==> config.mk <==
export PLATFORM = sky130hd
export DESIGN_NAME = iter_shr
export DESIGN_NICKNAME = d
export VERILOG_FILES = /design/src/rtl/iter_shr_pkg.sv /design/src/rtl/iter_shr_count.sv /design/src/rtl/iter_shr_work.sv /design/src/rtl/iter_shr_ctrl.sv /design/src/rtl/iter_shr.sv
export SDC_FILE = /design/constraint.sdc
export NUM_CORES = 1
export LEC_CHECK = 0
export BUFFER_PORTS_ARGS = -buffer_cell sky130_fd_sc_hd__clkbuf_2
export CAP_MARGIN = 20
export CORE_MARGIN = 8
export CORE_UTILIZATION = 45
export CTS_CLUSTER_DIAMETER = 80
export DETAILED_ROUTE_END_ITERATION = 6
export PLACE_DENSITY = 0.75
export RECOVER_POWER = 50
export SETUP_SLACK_MARGIN = 0.02
export SYNTH_ARGS = -nofsm -noshare
export SYNTH_HDL_FRONTEND = slang
export SYNTH_SLANG_ARGS = --single-unit
==> constraint.sdc <==
create_clock -name clk -period 2.4 [get_ports clk]
set_input_delay 0.24 -clock clk [delete_from_list [all_inputs] [get_ports clk]]
set_output_delay 0.24 -clock clk [all_outputs]
set_load 0.1 [all_outputs]
==> src/rtl/iter_shr_pkg.sv <==
package iter_shr_pkg;
  typedef enum logic [2:0] {
    ST_IDLE  = 3'd0,
    ST_PICK  = 3'd1,
    ST_LOAD  = 3'd2,
    ST_SHIFT = 3'd3,
    ST_FIN   = 3'd4
  } shr_state_t;
endpackage

==> src/rtl/iter_shr_count.sv <==
module iter_shr_count #(
  parameter int CNT_W = 5
) (
  input  logic             clk,
  input  logic             rst,
  input  logic             ld,
  input  logic [CNT_W-1:0] ld_val,
  input  logic             dec,
  output logic [CNT_W-1:0] cnt,
  output logic             zero
);
  always_ff @(posedge clk) begin
    if (rst)      cnt <= '0;
    else if (ld)  cnt <= ld_val;
    else if (dec) cnt <= cnt - 1'b1;
  end

  assign zero = (cnt == '0);

  // each loop step lowers the count by exactly one
  assert_cnt_step_R5: assert property (@(posedge clk) disable iff (rst)
    (dec && !ld && !zero) |=> (cnt == $past(cnt) - 1'b1));
endmodule

==> src/rtl/iter_shr_work.sv <==
module iter_shr_work #(
  parameter int WIDTH = 32
) (
  input  logic             clk,
  input  logic             rst,
  input  logic             ld,
  input  logic [WIDTH-1:0] ld_val,
  input  logic             shift,
  output logic [WIDTH-1:0] q
);
  always_ff @(posedge clk) begin
    if (rst)        q <= '0;
    else if (ld)    q <= ld_val;
    else if (shift) q <= {1'b0, q[WIDTH-1:1]};
  end

  // one-place move with a zero entering at the top
  assert_shift_one_R5: assert property (@(posedge clk) disable iff (rst)
    (shift && !ld) |=> (q == ($past(q) >> 1)));
endmodule

==> src/rtl/iter_shr_ctrl.sv <==
module iter_shr_ctrl
  import iter_shr_pkg::*;
(
  input  logic clk,
  input  logic rst,
  input  logic start,
  input  logic cnt_zero,
  output logic cnt_ld,
  output logic cnt_from_reg,
  output logic work_ld,
  output logic step,
  output logic busy,
  output logic done
);
  shr_state_t state, nxt;

  always_ff @(posedge clk) begin
    if (rst) state <= ST_IDLE;
    else     state <= nxt;
  end

  always_comb begin
    nxt          = state;
    cnt_ld       = 1'b0;
    cnt_from_reg = 1'b0;
    work_ld      = 1'b0;
    step         = 1'b0;
    case (state)
      ST_IDLE: if (start) begin
        cnt_ld = 1'b1;
        nxt    = ST_PICK;
      end
      ST_PICK: begin
        cnt_ld       = cnt_zero;
        cnt_from_reg = 1'b1;
        nxt          = ST_LOAD;
      end
      ST_LOAD: begin
        work_ld = 1'b1;
        nxt     = ST_SHIFT;
      end
      ST_SHIFT: begin
        if (cnt_zero) nxt = ST_FIN;
        else          step = 1'b1;
      end
      ST_FIN:  nxt = ST_IDLE;
      default: nxt = ST_IDLE;
    endcase
  end

  assign busy = (state != ST_IDLE);
  assign done = (state == ST_FIN);

  // completion pulse lasts one clock
  assert_done_single_R8: assert property (@(posedge clk) disable iff (rst)
    done |=> !done);
  // an operation in flight is never cut short by a new start
  assert_no_restart_R9: assert property (@(posedge clk) disable iff (rst)
    (busy && !done) |=> busy);
  // completion only once the counter has run out
  assert_done_at_zero_R7: assert property (@(posedge clk) disable iff (rst)
    done |-> cnt_zero);
endmodule

==> src/rtl/iter_shr.sv <==
module iter_shr #(
  parameter int WIDTH = 32
) (
  input  logic                     clk,
  input  logic                     rst,
  input  logic                     start,
  input  logic [$clog2(WIDTH)-1:0] imm_dist,
  input  logic [$clog2(WIDTH)-1:0] reg_dist,
  input  logic [WIDTH-1:0]         operand,
  output logic                     busy,
  output logic                     done,
  output logic [WIDTH-1:0]         result
);
  localparam int CNT_W = $clog2(WIDTH);

  logic             cnt_ld, cnt_from_reg, cnt_zero, work_ld, step;
  logic [CNT_W-1:0] cnt_val, cnt_src;

  assign cnt_src = cnt_from_reg ? reg_dist : imm_dist;

  iter_shr_ctrl u_ctrl (
    .clk          (clk),
    .rst          (rst),
    .start        (start),
    .cnt_zero     (cnt_zero),
    .cnt_ld       (cnt_ld),
    .cnt_from_reg (cnt_from_reg),
    .work_ld      (work_ld),
    .step         (step),
    .busy         (busy),
    .done         (done)
  );

  iter_shr_count #(.CNT_W(CNT_W)) u_count (
    .clk    (clk),
    .rst    (rst),
    .ld     (cnt_ld),
    .ld_val (cnt_src),
    .dec    (step),
    .cnt    (cnt_val),
    .zero   (cnt_zero)
  );

  iter_shr_work #(.WIDTH(WIDTH)) u_work (
    .clk    (clk),
    .rst    (rst),
    .ld     (work_ld),
    .ld_val (operand),
    .shift  (step),
    .q      (result)
  );

  // an accepted start always makes the block busy next clock
  assert_start_busy_R2: assert property (@(posedge clk) disable iff (rst)
    (start && !busy) |=> busy);
endmodule

# Word-level counts from Yosys, hierarchy flattened
# Cells that the tools add are included.
[totals]
word_cells = 30
in_bits = 45
out_inout_bits = 34
register_bits = 40
[classes]
muxes = 14
reduce_logical = 6
add_sub_neg = 1
eq_ne = 6
[ops]
columns = ["cell", "n"]
rows = [
  ["$mux 32", 2],
  ["$mux 5", 3],
  ["$pmux 3 s4", 1],
  ["$eq 3x2->1 const B", 2],
  ["$mux 3", 2],
  ["$logic_not 5->1", 1],
  ["$mux 1", 5],
  ["$sub 5x1->5 const B", 1],
  ["$reduce_bool 2->1", 2],
  ["$eq 3x1->1 const B", 1],
  ["$eq 3x3->1 const B", 1],
  ["$logic_not 3->1", 1],
  ["$reduce_bool 3->1", 1],
  ["$ne 2x1->1 const B", 1],
  ["$ne 2x2->1 const B", 1],
  ["$pmux 1 s2", 1],
  ["$reduce_and 2->1", 1],
]

# Longest topological paths before layout
# Gate-level depths: netlist of run 1.
[logic_depth]
ltp_word = 5
mapped_depth = 7

# By module
# Synthesis of run 1 repeated with hierarchy kept, for this count alone.
[hier_totals]
hier_cells = 198
hier_area_um2 = 2175.8
[modules_own_cells]
columns = ["module", "n_inst", "cells_each", "seq_area_each_um2", "area_each_um2"]
rows = [
  ["iter_shr_work", 1, 142, 640.6, 1661.6],
  ["iter_shr_count", 1, 32, 100.1, 281.5],
  ["iter_shr_ctrl", 1, 19, 60.1, 176.4],
  ["iter_shr", 1, 5, 0.0, 56.3],
]

# Worst setup path before layout of run 1
# Ideal clock, no wire load.
[synth_path]
path_type = "register -> output"
startpoint = "register u_ctrl.state[1]"
endpoint = "output done"
path_stages_with_launch = 4
arrival_time_ns = 2.718
setup_slack_ns = -0.558
path_cell_list = "dfxtp_1 clkbuf_1 clkbuf_1 nor3_1"
[synth_between]
elab_chain_cells = 1
[synth_lines]
columns = ["element", "line", "rtl"]
rows = [
  ["start: declaration", "iter_shr_ctrl.sv:15", "shr_state_t state, nxt;"],
  ["start signal: assignment", "iter_shr_ctrl.sv:19", "else state <= nxt;"],
  ["$eq 3x3->1", "iter_shr_ctrl.sv:52", "assign done = (state == ST_FIN);"],
  ["end: declaration", "iter_shr.sv:11", "output logic done,"],
]
# No other way between the ends.

# Final worst setup path of run 1
[layout_path]
startpoint = "register u_ctrl.state[0]"
endpoint = "output busy"
[layout_between]
elab_chain_cells = 1
[layout_lines]
columns = ["element", "line", "rtl"]
rows = [
  ["$reduce_bool 3->1", "iter_shr_ctrl.sv:51", "assign busy = (state != ST_IDLE);"],
  ["end: declaration", "iter_shr.sv:10", "output logic busy,"],
]
# No other way between the ends.

==> results of run 1 <==
layer usage:
metal	vias up	routed length (um)
met4	0	50
met5	-	0
met1	830	2321
met3	5	478
li1	932	-
met2	74	2396
cell usage in the layout (no fill, tap or decap), types with 6 or more instances in the layout:
cell type	count
clkbuf_2	46
dfxtp_1	40
nand2_1	33
clkbuf_1	33
a21oi_1	31
a22oi_1	28
a211oi_1	9
nor2_1	7
clkbuf_8	6
buf_4	6
worst max-delay path, cell delays in order (launching register included):
cell	delay [ps]
dfxtp_1	580
or3_1	170
clkbuf_1	860
cells by family (layout without fill, tap and decap cells):
logic type	Yosys count	count (layout)	share of synthesized area, %
muxes	5	5	2.733
AOI/OAI and AO/OA	78	78	28.07
adders and majority gates	1	1	0.6666
buffers and inverters	22	98	5.799
DFF	40	40	42.67
xor gates and xnor gates	2	2	0.9335
and+or+nand+nor	65	65	19.13
area by class of cell:
type	count	area [um2]
clock buffers	6	82.58
well taps	50	62.56
multi-input cells	151	968.4
flip-flops and latches	40	800.8
repair buffers	85	399.1
fillers	407	1629
inverters	5	18.77
clock inverters	2	38.79
metrics by stage:
stage	setup WS, ps	total power, W
6_report	258.3	0.002430
5_1_grt	200.7	0.002542
4_1_cts	475.4	0.002468
3_5_place_dp	484.0	0.001887
3_3_place_gp	563.5	0.001876
2_1_floorplan	300.5	0.001701
power by group through the flow:
stage,sequential (W),combinational [W],clock [W]
after detailed placement,0.000859,0.00103,0
after floorplan,0.00123,0.000475,0
after global routing,0.000858,0.00107,0.000618
after global placement,0.000856,0.00102,0
after CTS,0.000845,0.00103,0.000591
final,0.000845,0.00100,0.000583
sequential cells by signal (all words and copies together) (netlist names):
| signal | count |
|---|---|
| u_work.q | 32 |
| u_count.cnt | 5 |
| u_ctrl.state | 3 |
final timing paths:
path | cells past startpoint | start | endpoint
setup / recovery | 2 | u_ctrl.state[0] | busy
hold / removal | 3 | operand[31] | u_work.q[31]
setup reg to reg | 7 | u_count.cnt[0] | u_work.q[14]
hold reg to reg | 2 | u_work.q[0] | u_work.q[0]
==> metrics, run 1 <==
buffers added on ports slightly below 80; TritonCTS clock tree done; Netlist cell types 42; min cycle time layout 2142 ps; Num Clock Sinks 40; EDFF count, synth 0; tightest hold margin 172.3 ps; r2r setup slk about 430 ps; CP Class flop to output pin; synth warn 0; CP Launch Type flop; Worst EP arrival 1900 ps; Area growth syn-to-layout 26.33%; Switching Share 44.53%; Leak 0.8913 nW; Comb pwr share around two fifths; Power per Cell Area 1025 nW/um2; GR met1 Demand/Resource 19.56%; core area 4000 um2; pin count of the biggest net entering global routing 42; remaining global-route overflow 0; # IOs 79; top cells by area, synth dfxtp_1 43%, a22oi_1 11%, a21oi_1 8.3%; routability congestion estimate from global placement approximately 0.79; WP data required 2160 ps; htree depth 2; Max-slew headroom 19.67%; Hold Crit Class primary input to flop; Hold Buf Count CTS 0; share of cells above drive strength 1 23.18%; Max Root-Sink Buffers 2; DRT antenna net count 0; fin area roughly 2400 um2; power share of the clock group 24.0%; met3 usage 5.580%; crit end category output pin; die area 6493 um2; drt total wl 5246 um; Post-Syn Instances 213; WL/cell 15.47 um; register area share after synthesis a little over two fifths; Worst Skew 6.895 ps; internal power roughly 0.0013 W; final setup vio count 0; Mean Syn Cell Area slightly below 9 um2; postcts setup bufs 0; largest area contributor in the netlist dfxtp_1; Yosys top cell area share between 40% and 50%; final-stage net count 334; post-DR vias/cell around 5.4; Slew @ Worst Pin 1210 ps; drc violations 0; 1st-pass router iterations 4; sequential power share 34.8%; post_cts resized 0; Synth Cell Area 1877 um2; Peak Freq 0.4669 GHz; setup TNS 0 ps; max-cap violation count 0; GRT Util Overall 15.64%; Clk Latency, worst-skew pair 290 ps; vias post-DR 1841; Tcrit/Tclk final 89.24%; ys async rst share 0%; Finished Core Util about three fifths; root buffer cell clkbuf_8; Initial Utilization 46.92%; Peak VDD IR 0.6315 mV; initial antenna violation count 0; most frequent cell after synthesis dfxtp_1; vias in the first global route 1774; grt met2 use between 20% and 30%; synth cell count leaders 40 x dfxtp_1, 33 x nand2_1, 31 x a21oi_1; Clk pin slew, worst setup/hold paths 80 ps; syn nets approximately 260; status completed; most common flop cell mapped by yosys dfxtp_1; number of cell rows 23; Final Hold Fails 0; Die W 80.58 um; Die H 80.58 um; first-pass GRT wire length 8217 um; gr busiest metal met2; CP Max Fanout 11; Cell Area, Placed 2297 um2; post-detail-place hpwl 3714 um; RSZ-0062 raised after global routing false; Cell Count, Final, Fillers Out 339; ANT cells 0; Seq cells post-synth 40; Initial DRC Count between 100 and 150; Inst Count DP 331; Net Switching 0.001082 W; Slew Viols, Final 0; CTS Buf Count 5
No activity file was read; power rests on OpenSTA's default activity.
==> run 2: changes to the inputs <==
--- a/config.mk
+++ b/config.mk
@@ -11,8 +11,8 @@
 export CORE_UTILIZATION = 45
 export CTS_CLUSTER_DIAMETER = 80
 export DETAILED_ROUTE_END_ITERATION = 6
-export PLACE_DENSITY = 0.75
-export RECOVER_POWER = 50
+export PLACE_DENSITY = 0.76
+export RECOVER_POWER = 25
 export SETUP_SLACK_MARGIN = 0.02
 export SYNTH_ARGS = -nofsm -noshare
 export SYNTH_HDL_FRONTEND = slang
==> run 2 against run 1 <==
Sequential share of layout area down 0.25 points. Flip-flop and latch count unchanged. Cell area up 0.74%. Clock skew down 2.9 ps. Largest cell class unchanged. Die area unchanged.
==> metrics, run 2 (synthesis results as in run 1) <==
TritonCTS clock tree done (unchanged); number of cell rows 23 (unchanged); final setup vio count 0 (unchanged); share of cells above drive strength 1 28.47% (was 23.18%); Finished Core Util 59.71% (was 59.27%); Die H 80.58 um (unchanged); WL/cell 15.41 um (was 15.47 um); die area 6493 um2 (unchanged); core area 4000 um2 (unchanged); max reg flops 32 (unchanged); largest registers u_work.q: 32 flops, u_count.cnt: 5 flops, u_ctrl.state: 3 flops (unchanged); Sequential cell area 800.8 um2 (unchanged); r2r setup slk 500 ps (was 430 ps); Inst Count DP 330 (was 331); Slew @ Worst Pin 1190 ps (was 1210 ps); first-pass GRT wire length 8121 um (was 8217 um); drc violations 0 (unchanged); 1st-pass router iterations 5 (was 4); Hold EP u_work.q[31] (unchanged); fin area 2389 um2 (was 2371 um2); CP Class flop to flop (was flop to output pin); Die W 80.58 um (unchanged); initial antenna violation count 0 (unchanged); Worst EP arrival 2120 ps (was 1900 ps); worst r2r src u_count.cnt[0] (unchanged); ANT cells 0 (unchanged); final-stage net count 333 (was 334); Cell Count, Final, Fillers Out 338 (was 339); htree depth 2 (unchanged); max-cap violation count 0 (unchanged); vias in the first global route 1763 (was 1774); most frequent cells in the layout 60 x clkbuf_2, 40 x dfxtp_1, 33 x nand2_1 (was 46 x clkbuf_2, 40 x dfxtp_1, 33 x nand2_1, 33 x clkbuf_1, 31 x a21oi_1); Final Hold Fails 0 (unchanged); WHS Path Cells 3 (unchanged); pin count of the biggest net entering global routing 42 (unchanged); status completed (unchanged); Area growth syn-to-layout 27.27% (was 26.33%); postcts setup bufs 0 (unchanged); post-detail-place hpwl 3798 um (was 3714 um); Cell Area, Placed 2290 um2 (was 2297 um2); crit end category flop (was output pin); post_cts resized 0 (unchanged); # IOs 79 (unchanged); WP data required 2620 ps (was 2160 ps); Tcrit/Tclk final 79.17% (was 89.24%); GRT Util Overall 15.56% (was 15.64%); Leak 0.9383 nW (was 0.8913 nW); Max Root-Sink Buffers 2 (unchanged); drt total wl 5210 um (was 5246 um); Slew Viols, Final 0 (unchanged); buffers added on ports 78 (unchanged); Worst Skew 3.969 ps (was 6.895 ps); Peak Freq 0.5263 GHz (was 0.4669 GHz); area of the multi-input gates 972.2 um2 (was 968.4 um2); post-DR vias/cell 5.494 (was 5.431); root buffer cell clkbuf_8 (unchanged); CTS Buf Count 5 (unchanged); Clk Latency, worst-skew pair 290 ps (about the same); Initial DRC Count 120 (was 118); Power per Cell Area 1024 nW/um2 (was 1025 nW/um2); DRT antenna net count 0 (unchanged); R2R depth 7 (unchanged); setup TNS 0 ps (unchanged); Max-slew headroom 21.01% (was 19.67%); Hold Buf Count CTS 0 (unchanged); Min-Delay Startpoint operand[31] (unchanged); CP Launch Type flop (unchanged); Initial Utilization 46.92% (unchanged); Largest Register u_work.q (unchanged); Num Clock Sinks 40 (unchanged); most common cell after layout, fill and taps aside clkbuf_2 (unchanged); RSZ-0062 raised after global routing false (unchanged); routability congestion estimate from global placement 0.7935 (was 0.7853); Peak VDD IR 0.4816 mV (was 0.6315 mV); min cycle time layout 1900 ps (was 2142 ps); Hold Crit Class primary input to flop (unchanged); Fillers 389 (was 407); CP Max Fanout 28 (was 11); tightest hold margin 181.4 ps (was 172.3 ps); Clk pin slew, worst setup/hold paths 80 ps (about the same); vias post-DR 1857 (was 1841); Reg-to-Reg End u_work.q[25] (was u_work.q[14]); remaining global-route overflow 0 (unchanged)
==> run 2: cell types whose count changed in the layout (fill, tap and decap cells not counted), sizes merged <==
| cell | before | now |
|---|---|---|
| clkbuf | 85 | 84 |
==> run 2: critical path, cell delays in order (launching register included) <==
cell	delay (ps)
dfxtp_1	330
inv_1	60
ha_1	190
or4b_4	510
o211ai_4	160
buf_4	310
nand2_1	110
a21oi_1	140
==> run 2: per-layer routing <==
layer  vias to the layer above  part of all wire (%)  GRT usage (%)
met5                         -                     0              0
met4                         0                  0.98          5.091
met3                         4                   8.4          6.138
met2                        64                    46          23.98
met1                       863                    44          19.20
li1                        926                     -              -
==> run 2: worst max-delay path by stage <==
stage / slack [ps] / cells after the start / startpoint / endpoint
floorplan: 300 / 3 / u_ctrl.state[1] / done
global placement: 570 / 7 / u_count.cnt[0] / u_work.q[13]
detailed placement: 520 / 7 / u_count.cnt[0] / u_work.q[13]
CTS: 500 / 7 / u_count.cnt[0] / u_work.q[25]
global route: 350 / 7 / u_count.cnt[0] / u_work.q[10]
finish: 500 / 7 / u_count.cnt[0] / u_work.q[25]
==> run 2: stage by stage <==
| stage | setup slack, ps | total power, W |
|---|---|---|
| detailed placement | 519.9 | 0.001883 |
| CTS | 500.0 | 0.002474 |
| floorplan | 300.5 | 0.001701 |
| global placement | 566.6 | 0.001873 |
| global route | 350.7 | 0.002563 |
| finish | 499.9 | 0.002445 |
==> run 2: where the power goes <==
part	total (W)	internal, W	switching (W)
Clock	0.000585	0.000340	0.000245
Sequential	0.000852	0.000751	0.000100
Combinational	0.00101	0.000271	0.000737
==> run 2: layout make-up <==
class	instances	area share [%]
repair buffers	84	17.29
well taps	50	2.619
clock inverters	2	1.624
flip-flops and latches	40	33.53
clock buffers	6	3.457
inverters	5	0.7858
multi-input cells	151	40.70
==> run 3: changes to the inputs <==
==> constraint.sdc (replaced) <==
create_clock -name clk -period 1.95 [get_ports clk]
set_input_delay 0.195 -clock clk [delete_from_list [all_inputs] [get_ports clk]]
set_output_delay 0.195 -clock clk [all_outputs]
set_load 0.1 [all_outputs]
==> run 3 against run 2 <==
Cell count grew 3.0%. Die area unchanged. Cell area up 6.4%. Critical path depth rose by 2. Via count rose by 1.3%. Count of clock-buffer cells in the layout stayed put. Non-clock buffer count is 10 higher. Combinational power increased by 34%. Setup slack worse by 370 ps. Worst hold slack got worse by 53 ps. Largest power group unchanged. Highest routed layer unchanged.
==> metrics, run 3 (synthesis results as in run 1) <==
status completed (unchanged); Worst Skew 6.032 ps (was 3.969 ps); post-detail-place hpwl 3691 um (was 3798 um); Initial Utilization 46.92% (unchanged); min cycle time layout 1820 ps (was 1900 ps); Power per Cell Area 1222 nW/um2 (was 1024 nW/um2); 1st-pass router iterations 4 (was 5); Slew Viols, Final 0 (unchanged); crit end category flop (unchanged); RSZ-0062 raised after global routing false (unchanged); post-DR vias/cell 5.408 (was 5.494); CP Max Fanout 16 (was 28); Peak Freq 0.5496 GHz (was 0.5263 GHz); area of the multi-input gates 984.7 um2 (was 972.2 um2); final setup vio count 0 (unchanged); first-pass GRT wire length 8445 um (was 8121 um); Max Root-Sink Buffers 2 (unchanged); Max-slew headroom 22.68% (was 21.01%); Num Clock Sinks 40 (unchanged); remaining global-route overflow 0 (unchanged); Leak 1.067 nW (was 0.9383 nW); most frequent cells in the layout 77 x clkbuf_2, 39 x dfxtp_1, 33 x nand2_1 (was 60 x clkbuf_2, 40 x dfxtp_1, 33 x nand2_1); CP max stage delay 340 ps (was 510 ps); max-cap violation count 0 (unchanged); Slew @ Worst Pin 1165 ps (was 1190 ps); Inst Count DP 333 (was 330); Die H 80.58 um (unchanged); Worst path depth 9 (was 7); Area growth syn-to-layout 35.40% (was 27.27%); drt total wl 5233 um (was 5210 um); initial antenna violation count 0 (unchanged); CP Class flop to flop (unchanged); Sequential cell area 802.0 um2 (was 800.8 um2); share of cells above drive strength 1 37.25% (was 28.47%); WP data required 2140 ps (was 2620 ps); DRT antenna net count 0 (unchanged); core area 4000 um2 (unchanged); most common cell after layout, fill and taps aside clkbuf_2 (unchanged); # IOs 79 (unchanged); Final Hold Fails 0 (unchanged); setup TNS 0 ps (unchanged); number of cell rows 23 (unchanged); Critical Path Most Common Cell buf_4; Worst EP arrival 2010 ps (was 2120 ps); htree depth 2 (unchanged); TritonCTS clock tree done (unchanged); Die W 80.58 um (unchanged); Clk Latency, worst-skew pair 290 ps (about the same); drc violations 0 (unchanged); Clk pin slew, worst setup/hold paths 80 ps (about the same); ANT cells 0 (unchanged); setup slack after layout 130.3 ps (was 499.9 ps); Fillers 341 (was 389); pin count of the biggest net entering global routing 34 (was 42); Cell Count, Final, Fillers Out 348 (was 338); WHS Path Cells 3 (unchanged); GRT Util Overall 15.85% (was 15.56%); max reg flops 32 (unchanged); final-stage net count 343 (was 333); die area 6493 um2 (unchanged); largest registers u_work.q: 32 flops, u_count.cnt: 5 flops, u_ctrl.state: 3 flops (unchanged); buffers added on ports 78 (unchanged); worst path bufs/invs 4 (was 2); Tcrit/Tclk final 93.32% (was 79.17%); Largest Register u_work.q (unchanged); WL/cell 15.04 um (was 15.41 um); CP max-delay cell dfxtp_1 (was or4b_4); CP Launch Type flop (unchanged); cell breakdown of the critical path inv_1 > ha_2 > nor4b_4 > buf_4 > nor3b_4 > buf_4 > clkbuf_16 > nand3b_1 > a21oi_1 (was inv_1 > ha_1 > or4b_4 > o211ai_4 > buf_4 > nand2_1 > a21oi_1); CTS Buf Count 5 (unchanged); R2R depth 9 (was 7); root buffer cell clkbuf_8 (unchanged); Initial DRC Count 122 (was 120); Peak VDD IR 0.6684 mV (was 0.4816 mV); Hold Buf Count CTS 0 (unchanged); routability congestion estimate from global placement 0.8159 (was 0.7935); Hold Crit Class primary input to flop (unchanged); CP top delay family buffers and inverters (was simple AND/OR/NAND/NOR gates); vias in the first global route 1863 (was 1763); dpl ws 119.7 ps (was 519.9 ps); vias post-DR 1882 (was 1857)
run 3: power by group:
group	switching, W	internal, W	total, W
sequential	0.000111	0.000926	0.00104
combinational	0.000941	0.000410	0.00135
clock	0.000298	0.000419	0.000716
run 3: tightest hold or removal path, stage by stage:
cell and delay (ps):
clkbuf_2 90, nand2_1 50, a21oi_1 50
run 3: worst paths after layout:
path	to	startpoint	slack (ps)
min	u_work.q[31]	operand[31]	130
max reg2reg	u_work.q[31]	u_count.cnt[1]	130
min reg2reg	u_work.q[0]	u_work.q[0]	460
max	u_work.q[31]	u_count.cnt[1]	130
run 3: what timing repair did:
action / CTS / global route
setup endpoints to repair: 0 / 6
gates resized for setup: 0 / 3
setup buffers: 0 / 6
run 3: through the flow:
| step | hold slack, ps | util, % | area, um2 | total power (W) |
|---|---|---|---|---|
| 2_1_floorplan | 284.7 | - | 1888 | 0.002096 |
| 4_1_cts | 122.8 | 61.62 | 2465 | 0.003065 |
| 5_1_grt | 121.8 | 63.53 | 2541 | 0.003259 |
| 6_report | 128.0 | 63.53 | 2541 | 0.003105 |
| 3_5_place_dp | 439.7 | 58.59 | 2344 | 0.002347 |
| 3_3_place_gp | 438.1 | 58.59 | 2344 | 0.002334 |
run 3: cell type report:
| type | instances | area share [%] |
|---|---|---|
| clock inverters | 2 | 1.526 |
| clock buffers | 6 | 3.250 |
| repair buffers | 94 | 21.71 |
| inverters | 5 | 0.7386 |
| multi-input cells | 151 | 38.75 |
| well taps | 50 | 2.462 |
| flip-flops and latches | 40 | 31.56 |
run 3: metal layers:
metal | vias up | part of all wire, % | track usage (%) | routed length [um]
li1 | 943 | - | - | -
met1 | 869 | 44 | 18.86 | 2306
met2 | 63 | 47 | 25.58 | 2445
met3 | 7 | 7.9 | 5.357 | 416
met4 | 0 | 1.2 | 6.000 | 64
met5 | - | 0 | 0 | 0
